**config.mk**
```make
export PLATFORM = sky130hd
export DESIGN_NAME = prio_vec_intc
export DESIGN_NICKNAME = d
export VERILOG_FILES = /design/src/rtl/pvic_pkg.sv /design/src/rtl/pvic_regs.sv /design/src/rtl/pvic_arbiter.sv /design/src/rtl/pvic_vecgen.sv /design/src/rtl/prio_vec_intc.sv
export SDC_FILE = /design/constraint.sdc
export NUM_CORES = 1
export LEC_CHECK = 0
export BUFFER_PORTS_ARGS = -buffer_cell sky130_fd_sc_hd__buf_2
export CAP_MARGIN = 30
export CORE_ASPECT_RATIO = 1.2
export CORE_UTILIZATION = 65
export DETAILED_ROUTE_END_ITERATION = 12
export PLACE_DENSITY = 0.81
export SLEW_MARGIN = 10
export SYNTH_ARGS = -nofsm -noshare
export SYNTH_HDL_FRONTEND = slang
export SYNTH_SLANG_ARGS = --single-unit
```
**constraint.sdc**
```tcl
create_clock -name clk -period 58.1 [get_ports clk]
set_clock_uncertainty 0.15 [all_clocks]
set_input_delay 8.715 -clock clk [delete_from_list [all_inputs] [get_ports clk]]
set_output_delay 8.715 -clock clk [all_outputs]
set_load 0.01 [all_outputs]
```
**src/rtl/pvic_pkg.sv**
```systemverilog
package pvic_pkg;
   // register port address map (control registers sit at their source number)
   localparam int unsigned A_MASK = 16;
   localparam int unsigned A_PEND = 17;
   localparam int unsigned A_SOFT = 18;
   localparam int unsigned A_SERA = 19;
   localparam int unsigned A_SERB = 20;

   // control register fields
   localparam int unsigned LVL_LSB  = 2;
   localparam int unsigned AUTO_BIT = 7;

   // reset value of the control register of source src
   function automatic logic [7:0] ctrl_reset_value(int src);
      if (src >= 1 && src <= 7)       return 8'(src * 4);
      else if (src == 8)              return 8'h1C;
      else if (src >= 9 && src <= 11) return 8'h80;
      else                            return 8'h00;
   endfunction
endpackage

```
**src/rtl/pvic_regs.sv**
```systemverilog
module pvic_regs
   import pvic_pkg::*;
#(
   parameter int NUM_SRC  = 13,
   parameter int DATA_W   = 16,
   parameter int ADDR_W   = 5,
   parameter int CTRL_W   = 8,
   parameter int PRIO_W   = 5,
   parameter int VEC_W    = 8,
   parameter logic [VEC_W-1:0] VEC_RST = 8'h0F
) (
   input  logic                             clk,
   input  logic                             rst_n,
   input  logic [NUM_SRC:1]                 irq_src,
   input  logic                             we,
   input  logic [ADDR_W-1:0]                addr,
   input  logic [DATA_W-1:0]                wdata,
   output logic [DATA_W-1:0]                rdata,
   output logic [NUM_SRC:1]                 pend_q,
   output logic [NUM_SRC:1]                 mask_q,
   output logic [NUM_SRC:1][PRIO_W-1:0]     prio_q,
   output logic [NUM_SRC:1]                 auto_q,
   output logic [VEC_W-1:0]                 soft_vec_q,
   output logic [VEC_W-1:0]                 sera_vec_q,
   output logic [VEC_W-1:0]                 serb_vec_q
);
   logic [NUM_SRC:1][CTRL_W-1:0] ctrl_q;
   logic                         unused_wdata;

   assign unused_wdata = ^wdata;

   for (genvar i = 1; i <= NUM_SRC; i++) begin : g_ctrl
      always_ff @(posedge clk or negedge rst_n) begin
         if (!rst_n)
            ctrl_q[i] <= CTRL_W'(ctrl_reset_value(i));
         else if (we && addr == ADDR_W'(i))
            ctrl_q[i] <= wdata[CTRL_W-1:0];
      end
      assign prio_q[i] = ctrl_q[i][PRIO_W-1:0];
      assign auto_q[i] = ctrl_q[i][AUTO_BIT];
   end

   always_ff @(posedge clk or negedge rst_n) begin
      if (!rst_n) begin
         pend_q     <= '0;
         mask_q     <= '1;
         soft_vec_q <= VEC_RST;
         sera_vec_q <= VEC_RST;
         serb_vec_q <= VEC_RST;
      end else begin
         pend_q <= irq_src;
         if (we) begin
            if (addr == ADDR_W'(A_MASK)) mask_q     <= wdata[NUM_SRC:1];
            if (addr == ADDR_W'(A_SOFT)) soft_vec_q <= wdata[VEC_W-1:0];
            if (addr == ADDR_W'(A_SERA)) sera_vec_q <= wdata[VEC_W-1:0];
            if (addr == ADDR_W'(A_SERB)) serb_vec_q <= wdata[VEC_W-1:0];
         end
      end
   end

   always_comb begin
      rdata = '0;
      for (int i = 1; i <= NUM_SRC; i++)
         if (addr == ADDR_W'(i)) rdata[CTRL_W-1:0] = ctrl_q[i];
      if (addr == ADDR_W'(A_MASK)) rdata[NUM_SRC:1] = mask_q;
      if (addr == ADDR_W'(A_PEND)) rdata[NUM_SRC:1] = pend_q;
      if (addr == ADDR_W'(A_SOFT)) rdata[VEC_W-1:0] = soft_vec_q;
      if (addr == ADDR_W'(A_SERA)) rdata[VEC_W-1:0] = sera_vec_q;
      if (addr == ADDR_W'(A_SERB)) rdata[VEC_W-1:0] = serb_vec_q;
   end
endmodule

```
**src/rtl/pvic_arbiter.sv**
```systemverilog
module pvic_arbiter
   import pvic_pkg::*;
#(
   parameter int NUM_SRC    = 13,
   parameter int PRIO_W     = 5,
   parameter int CUTOFF     = 4,
   parameter bit TIE_TO_LOW = 1'b1,
   localparam int SRC_W     = $clog2(NUM_SRC + 1),
   localparam int LVL_W     = PRIO_W - LVL_LSB
) (
   input  logic [NUM_SRC:1]             pend,
   input  logic [NUM_SRC:1]             mask,
   input  logic [NUM_SRC:1][PRIO_W-1:0] prio,
   input  logic [NUM_SRC:1]             auto_sel,
   output logic                         win_valid,
   output logic [SRC_W-1:0]             win_src,
   output logic [LVL_W-1:0]             win_level,
   output logic                         win_auto
);
   logic [NUM_SRC:1]  active;
   logic [PRIO_W-1:0] best;

   assign active = pend & ~mask;

   if (TIE_TO_LOW) begin : g_tie_low
      always_comb begin
         best     = '0;
         win_src  = '0;
         win_auto = 1'b0;
         for (int i = 1; i <= NUM_SRC; i++)
            if (active[i] && prio[i] > best) begin
               best     = prio[i];
               win_src  = SRC_W'(i);
               win_auto = auto_sel[i];
            end
      end
   end else begin : g_tie_high
      always_comb begin
         best     = '0;
         win_src  = '0;
         win_auto = 1'b0;
         for (int i = 1; i <= NUM_SRC; i++)
            if (active[i] && prio[i] >= best) begin
               best     = prio[i];
               win_src  = SRC_W'(i);
               win_auto = auto_sel[i];
            end
      end
   end

   assign win_valid = (best >= PRIO_W'(CUTOFF));
   assign win_level = best[PRIO_W-1:LVL_LSB];
endmodule

```
**src/rtl/pvic_vecgen.sv**
```systemverilog
module pvic_vecgen #(
   parameter int NUM_SRC   = 13,
   parameter int LVL_W     = 3,
   parameter int VEC_W     = 8,
   parameter int AUTO_BASE = 24,
   parameter int SOFT_SRC  = 8,
   parameter int SERA_SRC  = 12,
   parameter int SERB_SRC  = 13,
   parameter logic [VEC_W-1:0] FALLBACK_VEC = 8'h0F,
   localparam int SRC_W    = $clog2(NUM_SRC + 1)
) (
   input  logic               clk,
   input  logic               rst_n,
   input  logic               win_valid,
   input  logic [SRC_W-1:0]   win_src,
   input  logic [LVL_W-1:0]   win_level,
   input  logic               win_auto,
   input  logic [VEC_W-1:0]   soft_vec,
   input  logic [VEC_W-1:0]   sera_vec,
   input  logic [VEC_W-1:0]   serb_vec,
   output logic [LVL_W-1:0]   int_level,
   output logic [VEC_W-1:0]   int_vector
);
   logic [LVL_W-1:0] lvl_d;
   logic [VEC_W-1:0] vec_d;

   always_comb begin
      lvl_d = '0;
      vec_d = '0;
      if (win_valid) begin
         lvl_d = win_level;
         if (win_auto)                         vec_d = VEC_W'(AUTO_BASE) + VEC_W'(win_level);
         else if (win_src == SRC_W'(SOFT_SRC)) vec_d = soft_vec;
         else if (win_src == SRC_W'(SERA_SRC)) vec_d = sera_vec;
         else if (win_src == SRC_W'(SERB_SRC)) vec_d = serb_vec;
         else                                  vec_d = FALLBACK_VEC;
      end
   end

   always_ff @(posedge clk or negedge rst_n) begin
      if (!rst_n) begin
         int_level  <= '0;
         int_vector <= '0;
      end else begin
         int_level  <= lvl_d;
         int_vector <= vec_d;
      end
   end
endmodule

```
**src/rtl/prio_vec_intc.sv**
```systemverilog
module prio_vec_intc
   import pvic_pkg::*;
#(
   parameter int NUM_SRC    = 13,
   parameter int DATA_W     = 16,
   parameter int ADDR_W     = 5,
   parameter int CTRL_W     = 8,
   parameter int PRIO_W     = 5,
   parameter int VEC_W      = 8,
   parameter int CUTOFF     = 4,
   parameter int AUTO_BASE  = 24,
   parameter int SOFT_SRC   = 8,
   parameter int SERA_SRC   = 12,
   parameter int SERB_SRC   = 13,
   parameter bit TIE_TO_LOW = 1'b1,
   localparam int LVL_W     = PRIO_W - LVL_LSB,
   localparam int SRC_W     = $clog2(NUM_SRC + 1)
) (
   input  logic               clk,
   input  logic               rst_n,
   input  logic [NUM_SRC:1]   irq_src,
   input  logic               reg_we,
   input  logic [ADDR_W-1:0]  reg_addr,
   input  logic [DATA_W-1:0]  reg_wdata,
   output logic [DATA_W-1:0]  reg_rdata,
   output logic [LVL_W-1:0]   int_level,
   output logic [VEC_W-1:0]   int_vector
);
   if (NUM_SRC < 1 || NUM_SRC >= int'(A_MASK)) begin : g_bad_nsrc
      $error("NUM_SRC must lie in 1..15");
   end
   if (DATA_W < NUM_SRC + 1 || DATA_W < CTRL_W || DATA_W < VEC_W) begin : g_bad_dw
      $error("DATA_W too narrow for the registers");
   end
   if ((1 << ADDR_W) <= int'(A_SERB)) begin : g_bad_aw
      $error("ADDR_W cannot reach the vector registers");
   end
   if (CTRL_W <= int'(AUTO_BIT) || PRIO_W <= int'(LVL_LSB) || PRIO_W > CTRL_W) begin : g_bad_ctrl
      $error("control field layout does not fit CTRL_W");
   end
   if (CUTOFF < 1 || AUTO_BASE + (1 << LVL_W) > (1 << VEC_W)) begin : g_bad_vec
      $error("CUTOFF or AUTO_BASE out of range");
   end

   logic [NUM_SRC:1]             pend_q;
   logic [NUM_SRC:1]             mask_q;
   logic [NUM_SRC:1][PRIO_W-1:0] prio_q;
   logic [NUM_SRC:1]             auto_q;
   logic [VEC_W-1:0]             soft_vec_q, sera_vec_q, serb_vec_q;
   logic                         win_valid;
   logic [SRC_W-1:0]             win_src;
   logic [LVL_W-1:0]             win_level;
   logic                         win_auto;

   pvic_regs #(
      .NUM_SRC(NUM_SRC), .DATA_W(DATA_W), .ADDR_W(ADDR_W),
      .CTRL_W(CTRL_W), .PRIO_W(PRIO_W), .VEC_W(VEC_W)
   ) u_regs (
      .clk(clk), .rst_n(rst_n), .irq_src(irq_src),
      .we(reg_we), .addr(reg_addr), .wdata(reg_wdata), .rdata(reg_rdata),
      .pend_q(pend_q), .mask_q(mask_q), .prio_q(prio_q), .auto_q(auto_q),
      .soft_vec_q(soft_vec_q), .sera_vec_q(sera_vec_q), .serb_vec_q(serb_vec_q)
   );

   pvic_arbiter #(
      .NUM_SRC(NUM_SRC), .PRIO_W(PRIO_W), .CUTOFF(CUTOFF), .TIE_TO_LOW(TIE_TO_LOW)
   ) u_arb (
      .pend(pend_q), .mask(mask_q), .prio(prio_q), .auto_sel(auto_q),
      .win_valid(win_valid), .win_src(win_src), .win_level(win_level), .win_auto(win_auto)
   );

   pvic_vecgen #(
      .NUM_SRC(NUM_SRC), .LVL_W(LVL_W), .VEC_W(VEC_W), .AUTO_BASE(AUTO_BASE),
      .SOFT_SRC(SOFT_SRC), .SERA_SRC(SERA_SRC), .SERB_SRC(SERB_SRC)
   ) u_vec (
      .clk(clk), .rst_n(rst_n),
      .win_valid(win_valid), .win_src(win_src), .win_level(win_level), .win_auto(win_auto),
      .soft_vec(soft_vec_q), .sera_vec(sera_vec_q), .serb_vec(serb_vec_q),
      .int_level(int_level), .int_vector(int_vector)
   );
endmodule

```
After elaboration in Yosys (flattened, before gate mapping)
Cells that the tools add are included.
W data, S select, Z words.
Storage, ports and cells
  flip-flop bits (word level): 165
  input bits: 37
  logic and storage cells: 151
Operators by class
  $add $sub $neg: 1
  order comparisons: 14
  equal/unequal tests: 21
  mux-type cells: 63
  bitwise logic cells: 2
  reduce and logical (&&, ||, !) cells: 30
Operators with widths (count)
  $mux W8: 21
  $mux W5: 13
  $gt A5 B5 Y1: 12
  $eq A5 B4 Y1 const B: 6
  $logic_and A1 B1 Y1: 26
  $mux W13: 2
  $eq A5 B5 Y1 const B: 5
  $mux W4: 6
  $eq A5 B3 Y1 const B: 4
  $mux W3: 5
  $mux W1: 14
  $and A13 B13 Y13: 1
  $not A13 Y13: 1
  $eq A4 B4 Y1 const B: 3
  $eq A5 B2 Y1 const B: 2
  $reduce_and A2 Y1: 4
  $add A5 B3 Y6 const A: 1
  $eq A5 B1 Y1 const B: 1
  $ge A5 B3 Y1 const B: 1
  $gt A5 B1 Y1 const B: 1
  $mux W2: 2

Longest topological paths before layout
Gate-level depths: netlist of the first run.
  depth after elaboration: 46
  gate-level depth with buffers: 116

Modules after synthesis
From an unflattened synthesis of the first run, not the netlist that was laid out.
Second synthesis, totals
  cell total of the unflattened synthesis: 1160
  area total of the unflattened synthesis: 11791.3 µm²
Modules (own cells, without submodules)
  pvic_regs: times used 1, cells each 669, area each 8181.6 µm²
  pvic_arbiter: times used 1, cells each 437, area each 3044.2 µm²
  pvic_vecgen: times used 1, cells each 54, area each 565.5 µm²

Worst setup path after synthesis of the first run
OpenSTA, ideal clock, no wires.
  path kind: reg-to-reg
  start: register u_regs.mask_q[1] (netlist bit)
  end: register u_vec.int_vector[0]
  library setup time: 0.136 ns
  arrival: 19.769 ns
  required time: 57.814 ns
  path slack: 38.046 ns
  stages on the path, launching flop included: 104
  period minus slack after synthesis: 20.054 ns
  path through: dfstp_2 -> nor2b_1 -> nand2_1 -> ha_1 -> nand4_1 -> o211a_1 -> and2_1 -> o21ai_0 -> inv_1 -> ha_1 -> nand3_1 -> o21ai_0 -> a21o_1 -> buf_2 -> mux2i_1 -> ha_1 -> nor2b_1 -> a311o_1 -> [... 68 more ...] -> and2_4 -> buf_6 -> clkbuf_1 -> nor2_1 -> a21oi_1 -> ha_1 -> nor2b_1 -> o21a_1 -> o21a_1 -> o21ai_0 -> nand2b_1 -> and4b_1 -> nor4_1 -> nand2_1 -> a21oi_1 -> a221oi_1 -> mux2i_1 -> nor2_1
Between the ends
  longest elaborated chain between the ends: 46
RTL lines
  start, declared: RTL line pvic_regs.sv:20  | output logic [NUM_SRC:1] mask_q,
  start signal, assigned: RTL line pvic_regs.sv:53  | if (addr == ADDR_W'(A_MASK)) mask_q <= wdata[NUM_SRC:1];
  $not A13 Y13 *: RTL line pvic_arbiter.sv:23  | assign active = pend & ~mask;
  $and A13 B13 Y13 *: RTL line pvic_arbiter.sv:23
  $logic_and A1 B1 Y1 *: RTL line pvic_arbiter.sv:31  | if (active[i] && prio[i] > best) begin
  $mux W5: RTL line pvic_arbiter.sv:31
  $gt A5 B5 Y1: RTL line pvic_arbiter.sv:31
  $logic_and A1 B1 Y1: RTL line pvic_arbiter.sv:31
  $mux W5: RTL line pvic_arbiter.sv:31
  $gt A5 B5 Y1: RTL line pvic_arbiter.sv:31
  [... 31 more ...]
  $mux W4: RTL line pvic_arbiter.sv:31
  $eq A4 B4 Y1: RTL line pvic_vecgen.sv:35  | else if (win_src == SRC_W'(SERB_SRC)) vec_d = serb_vec;
  $mux W8: RTL line pvic_vecgen.sv:35
  $mux W8: RTL line pvic_vecgen.sv:34  | else if (win_src == SRC_W'(SERA_SRC)) vec_d = sera_vec;
  $mux W8: RTL line pvic_vecgen.sv:33  | else if (win_src == SRC_W'(SOFT_SRC)) vec_d = soft_vec;
  $mux W8: RTL line pvic_vecgen.sv:32  | if (win_auto) vec_d = VEC_W'(AUTO_BASE) + VEC_W'(win_level);
  $mux W8 *: RTL line pvic_vecgen.sv:30  | if (win_valid) begin
  via u_vec.vec_d[0]: RTL line pvic_vecgen.sv:25  | logic [VEC_W-1:0] vec_d;
  end signal, assigned: RTL line pvic_vecgen.sv:46  | int_vector <= vec_d;
  end, declared: RTL line pvic_vecgen.sv:22  | output logic [VEC_W-1:0] int_vector
The timed path passes the listed nets; every way through them passes the cells marked *.
A chain may end at the register's enable or synchronous reset.

Worst setup path in the final report of the first run
  start: register u_regs.pend_q[1] (netlist bit)
  end: register u_vec.int_vector[1]
Between the ends
  longest elaborated chain between the ends: 45
RTL lines
  start, declared: RTL line pvic_regs.sv:19  | output logic [NUM_SRC:1] pend_q,
  start signal, assigned: RTL line pvic_regs.sv:51  | pend_q <= irq_src;
  $and A13 B13 Y13 *: RTL line pvic_arbiter.sv:23
  $logic_and A1 B1 Y1 *: RTL line pvic_arbiter.sv:31
  $mux W5: RTL line pvic_arbiter.sv:31
  $gt A5 B5 Y1: RTL line pvic_arbiter.sv:31
  $logic_and A1 B1 Y1: RTL line pvic_arbiter.sv:31
  $mux W5: RTL line pvic_arbiter.sv:31
  $gt A5 B5 Y1: RTL line pvic_arbiter.sv:31
  $logic_and A1 B1 Y1: RTL line pvic_arbiter.sv:31
  [... 30 more ...]
  $mux W4: RTL line pvic_arbiter.sv:31
  $eq A4 B4 Y1: RTL line pvic_vecgen.sv:35
  $mux W8: RTL line pvic_vecgen.sv:35
  $mux W8: RTL line pvic_vecgen.sv:34
  $mux W8: RTL line pvic_vecgen.sv:33
  $mux W8: RTL line pvic_vecgen.sv:32
  $mux W8 *: RTL line pvic_vecgen.sv:30
  via u_vec.vec_d[1]: RTL line pvic_vecgen.sv:25
Marks and branches as above.

==> run metrics, run 1 <==
Power Density=63.4 nW/µm²; CP Launch Type=register; Worst-Skew Late Latency=440 ps; final wirelength=28000 µm; mux contribution to synthesized area=20.1%; Placed Cells=1242; Final Critical Period=23480 ps; Synth Area in XOR/XNOR=0.743%; worst hold-check path type=reg2reg; WP data arrival=23630 ps; Die X=118 µm; Worst Max-Slew Pin Slew=953 ps; multi-input logic area=5880 µm²; global-route wire length before repair=45100 µm; area share of fa/ha/maj cells after synthesis=5.44%; synth unique cells=84; top_reg_cell synth=dfrtp_1; Worst path max stage delay=640 ps; H-Tree Depth=4; Worst Path Required=58260 ps; hold path startpoint=u_regs.ctrl_q[6]; vias in the first global route=8508; total power=730 µW; layout cell share with drive strength beyond 1=31.0%; Placer Congestion=0.943; Yosys reg bits=165; DRC Markers=0; Crit. End Element=register; Syn. warnings=0; Post-CTS Setup Repair Bufs=0; IO Port Bufs=59; CTS Hold Bufs=0; CTS Sinks=165; pin count of the biggest net entering global routing=93; Hold Vio Cnt, Final=0; hpwl dp=19300 µm; max_slew headroom=35.5%; routed vias=8571; Core Rows=50; Total GRT Usage=35.2%; Fillers=1119; fmax=42.6 MHz; R2R Path Start=u_regs.pend_q[1]; drt wl/cell=22.0 µm; post-synthesis compound-gate area fraction=16.8%; Peak VDD IR=0.0315 mV; Worst path most repeated cell=ha_1; drt first pass iters=5; share of the synthesized area in the top cell type=29.3%; Sum Neg Setup Slack=0 ps; initial antenna violation count=0; CP startpoint=u_regs.pend_q[1]; final number of setup-violating endpoints=0; Synth Area in Simple Gates=13.2%; RSZ-0062 raised after global routing=no; number of synthesized flops with an enable pin=0; Antenna Cells=0; cell area after synthesis=10400 µm²; CTS tree=done; peak fanout along the critical path=14; Post-CTS Resized=0; main combinational cell family by area after synthesis=multiplexers; Core ar.=15600 µm²; Final period util=40.4%; Storage cell area=4180 µm²; Async SR Flop Fraction=100%; Synth area leaders=dfrtp_1 29%, mux2_2 17%, dfstp_2 11%; clk root buf=clkbuf_16; Area growth syn-to-layout=10.2%; Top Ports=64; Die H=141 µm; Final WS setup=34620 ps; post-route ant nets=0; vias per inst=6.72; GRT overflow=0; leakage power=5.18 nW; syn_area_per_cell=10.4 µm²; fin cells=1276; Crit Path Class=reg2reg; Max stage delay cell, worst path=a21oi_1; Max-Cap Viols=0; CTS buffer count=17; # nets final=1135; cells after synthesis=1008; Seq/Total Area, Yosys=40.1%; status=finished clean; 1st-iter DRT viols=733; Max Slew Vio Count=0; clock-pin slew on the worst setup and hold paths=70 ps; pre-CTS WS=34960 ps; Clock Path Buffers=2; total die area=16600 µm²; Starting Density=66.7%; post-synth top area cell=dfrtp_1
[worst max-delay path: cells and delay by family, from the launching register on]
kind                       cells  cell delay [ps]
AOI/OAI and AO/OA             37             9160
muxes                          6             1970
adders and majority gates     12             3490
buffers and inverters          8              640
and+or+nand+nor               40             7530
DFF                            1              360
[power breakdown]
| group | total (mW) | internal [mW] | switching, mW |
|---|---|---|---|
| clock | 0.119 | 0.0687 | 0.0502 |
| combinational | 0.441 | 0.187 | 0.255 |
| sequential | 0.169 | 0.145 | 0.0243 |
[metal layers]
| layer | GRT usage (%) | up-vias | share of wire [%] | wire (µm) |
|---|---|---|---|---|
| met1 | 43.7 | 4200 | 39 | 11000 |
| met5 | 0 | - | 0 | 0 |
| met2 | 59.0 | 414 | 51 | 14200 |
| li1 | - | 3858 | - | - |
| met3 | 5.91 | 99 | 6.1 | 1720 |
| met4 | 19.2 | 0 | 4.0 | 1140 |
[final cells by class]
class / count / share of cell area [%]
Timing Repair Buffer: 67 / 3.27
Tap cell: 208 / 2.26
Inverter: 50 / 1.63
Clock inverter: 15 / 1.66
Clock buffer: 17 / 3.70
Sequential cell: 165 / 36.4
Multi-Input combinational cell: 754 / 51.1
[sequential cells by signal, indices dropped and copies added (netlist names)]
| register | cells |
|---|---|
| u_regs.auto_q | 13 |
| u_regs.ctrl_q | 26 |
| u_regs.mask_q | 13 |
| u_regs.pend_q | 13 |
| u_regs.prio_q | 65 |
| u_regs.sera_vec_q | 8 |
| u_regs.serb_vec_q | 8 |
| u_regs.soft_vec_q | 8 |
| u_vec.int_level | 3 |
| u_vec.int_vector | 8 |
[cell usage in the layout, fill, tap and decap left out, types with 5 or more instances in the layout]
cell / count
o2111ai_1: 5
a221o_1: 8
clkbuf_16: 17
a221oi_1: 13
nand2_1: 71
a22o_1: 14
xnor2_1: 5
ha_1: 43
dfstp_2: 43
nor2_1: 72
nand4_1: 8
nand3b_1: 6
nor3_1: 14
or3_1: 6
nand3_1: 26
buf_2: 60
mux2_2: 159
a22oi_1: 30
and2_1: 18
o211ai_1: 5
nand2b_1: 11
nand2_2: 5
inv_1: 50
o21ai_0: 46
mux2i_1: 26
a21o_1: 7
dfrtp_1: 122
a31oi_1: 9
a21oi_1: 43
a222oi_1: 8
nor2b_1: 11
buf_4: 5
[final timing paths]
| kind | to | slack [ps] | depth (start not counted) |
|---|---|---|---|
| setup reg to reg | u_vec.int_vector[1] | 34620 | 103 |
| min in group asynchronous | u_regs.pend_q[8] | 8200 | 1 |
| setup / recovery | u_vec.int_vector[1] | 34620 | 103 |
| max in group asynchronous | u_regs.prio_q[13] | 48450 | 3 |
| hold reg to reg | u_regs.ctrl_q[6] | 360 | 1 |
| hold / removal | u_regs.ctrl_q[6] | 360 | 1 |
[cells in the mapped netlist (6+ instances only)]
master and n:
nor2b_1 11, a221o_1 8, dfrtp_1 122, a31oi_1 9
nand4_1 8, clkbuf_1 29, a21oi_1 43, mux2_2 159
nand3b_1 6, nand3_1 26, a22o_1 14, nor3_1 14
mux2i_1 26, or3_1 6, a221oi_1 13, nand2b_1 11
and2_1 18, a21o_1 7, nor2_1 72, o21ai_0 46
inv_1 50, dfstp_2 43, nand2_1 71, ha_1 43
a22oi_1 30, a222oi_1 8
[logic make-up (layout without fill, tap and decap cells)]
logic type | count (synthesis) | after routing
AOI/OAI and AO/OA | 235 | 235
xor gates and xnor gates | 8 | 8
adders and majority gates | 46 | 46
buffers and inverters | 90 | 149
DFF | 165 | 165
muxes | 188 | 188
other | 1 | 2
and+or+nand+nor | 275 | 275
[metrics by stage]
stage / cell area (µm²) / utilization [%] / hold WS [ps]
detailed placement: 10900 / 69.4 / 341
global placement: 10800 / 69.4 / 336
global route: 11500 / 73.5 / 369
floorplan: 10400 / - / 324
finish: 11500 / 73.5 / 360
CTS: 11500 / 73.3 / 358
(Power assumes the default switching activity.)
==> run 2: changes to the inputs <==
--- a/config.mk
+++ b/config.mk
@@ -8,9 +8,9 @@
 export BUFFER_PORTS_ARGS = -buffer_cell sky130_fd_sc_hd__buf_2
 export CAP_MARGIN = 30
 export CORE_ASPECT_RATIO = 1.2
-export CORE_UTILIZATION = 65
+export CORE_UTILIZATION = 62
 export DETAILED_ROUTE_END_ITERATION = 12
-export PLACE_DENSITY = 0.81
+export PLACE_DENSITY = 0.78
 export SLEW_MARGIN = 10
 export SYNTH_ARGS = -nofsm -noshare
 export SYNTH_HDL_FRONTEND = slang
==> constraint.sdc (replaced) <==
create_clock -name clk -period 22.5 [get_ports clk]
set_clock_uncertainty 0.15 [all_clocks]
set_input_delay 3.375 -clock clk [delete_from_list [all_inputs] [get_ports clk]]
set_output_delay 3.375 -clock clk [all_outputs]
set_load 0.01 [all_outputs]
==> run metrics, run 2 (synthesis results as in run 1) <==
status=finished clean; Max stage delay cell, worst path=or4_1; CTS tree=done; Worst Max-Slew Pin Slew=891 ps; area post-placement=10900 µm²; CP Launch Type=register; Peak VDD IR=0.0772 mV; Final Critical Period=21260 ps; Max Slew Vio Count=0; Die H=144 µm; hpwl dp=19700 µm; DRC Markers=0; drt first pass iters=7; 1st-iter DRT viols=731; drt wl/cell=21.7 µm; Antenna Cells=0; total die area=17400 µm²; Placer Congestion=0.906; fin area=11600 µm²; Crit Path Class=reg2reg; CTS buffer count=17; Placed Cells=1252; fmax=47.0 MHz; CTS Hold Bufs=0; Total GRT Usage=33.3%; final number of setup-violating endpoints=0; clock-pin slew on the worst setup and hold paths=70 ps; Clock Path Buffers=2; WP data arrival=21410 ps; IO Port Bufs=59; Die X=120 µm; Core Rows=51; Power Density=168 nW/µm²; post-route ant nets=0; initial antenna violation count=0; H-Tree Depth=4; global-route wire length before repair=44100 µm; # nets final=1147; final wirelength=28100 µm; pin count of the biggest net entering global routing=96; commonest non-fill, non-tap cell in the layout=mux2_2; Worst path max stage delay=490 ps; CTS Sinks=165; Crit. End Element=register; vias in the first global route=8331; Final period util=94.5%; Starting Density=63.9%; peak fanout along the critical path=14; max reg flops=65; vias per inst=6.59; leakage power=5.22 nW; GRT overflow=0; Core ar.=16300 µm²; fin cells=1292; Hold Vio Cnt, Final=0; layout cell share with drive strength beyond 1=32.9%; clk root buf=clkbuf_16; worst hold-check path type=reg2reg; Worst path most repeated cell=ha_1; Worst Path Required=22650 ps; commonest non-fill, non-tap cells in the layout=159 x mux2_2, 122 x dfrtp_1, 71 x nor2_1, 70 x nand2_1, 59 x buf_2; routed vias=8509; Top Ports=64; Max-Cap Viols=0; max_slew headroom=40.6%; Worst-Skew Late Latency=430 ps; Area growth syn-to-layout=11.6%
[run 2: cell types whose count changed in the layout (fill, tap and decap cells not counted), sizes merged]
cell | previous run | this run
bufinv | 3 | 2
buf | 67 | 79
clkinv | 5 | 1
inv | 56 | 60
clkinvlp | 1 | 2
[run 2: path summary, 6_finish.rpt]
check | slack, ps | to | depth (start not counted) | startpoint
min in group asynchronous | 2890 | u_regs.pend_q[10] | 1 | rst_n
max reg2reg | 1240 | u_vec.int_vector[6] | 96 | u_regs.pend_q[1]
min | 360 | u_regs.ctrl_q[69] | 1 | u_regs.ctrl_q[69]
min reg2reg | 360 | u_regs.ctrl_q[69] | 1 | u_regs.ctrl_q[69]
max | 1240 | u_vec.int_vector[6] | 96 | u_regs.pend_q[1]
max in group asynchronous | 17900 | u_regs.prio_q[14] | 2 | rst_n
[run 2: critical path, delay by kind of cell (launching register included)]
family | cells | cell delay (ps)
adders and majority gates | 13 | 3960
buffers and inverters | 6 | 590
AOI/OAI and AO/OA | 37 | 7710
DFF | 1 | 360
muxes | 6 | 1980
and+or+nand+nor | 34 | 6370
[run 2: metrics by stage]
stage / hold WS [ps] / worst slack [ps] / TNS (ps) / power (mW) / util (%)
after global placement: 334 / 580 / 0 / 1.54 / 66.8
after floorplan: 324 / 2450 / 0 / 1.33 / -
final: 358 / 1240 / 0 / 1.95 / 71.3
after detailed placement: 342 / 258 / 0 / 1.58 / 66.8
after global routing: 375 / -16.1 / -17.9 / 2.10 / 71.3
after CTS: 359 / 163 / 0 / 1.89 / 70.5
[run 2: what timing repair did]
item / CTS / global route
buffers inserted: 0 / 7
hold endpoints to repair: 0 / 0
setup endpoints to repair: 0 / 11
resized for setup: 0 / 22
[run 2: routing by layer]
layer	track usage (%)	routed length, µm
met5	0	0
met4	12.3	792
met3	4.42	1690
met2	57.9	14200
met1	42.3	11400
[run 2: final cells by class]
type | count | area, µm²
Timing Repair Buffer | 79 | 449
Fill cell | 1205 | 4690
Inverter | 50 | 188
Sequential cell | 165 | 4180
Clock buffer | 17 | 425
Tap cell | 212 | 265
Clock inverter | 15 | 183
Multi-Input combinational cell | 754 | 5950
[run 2: power breakdown]
part | switching (mW) | internal, mW
logic | 0.686 | 0.528
clock network | 0.134 | 0.169
registers | 0.0630 | 0.374
total | 0.883 | 1.07
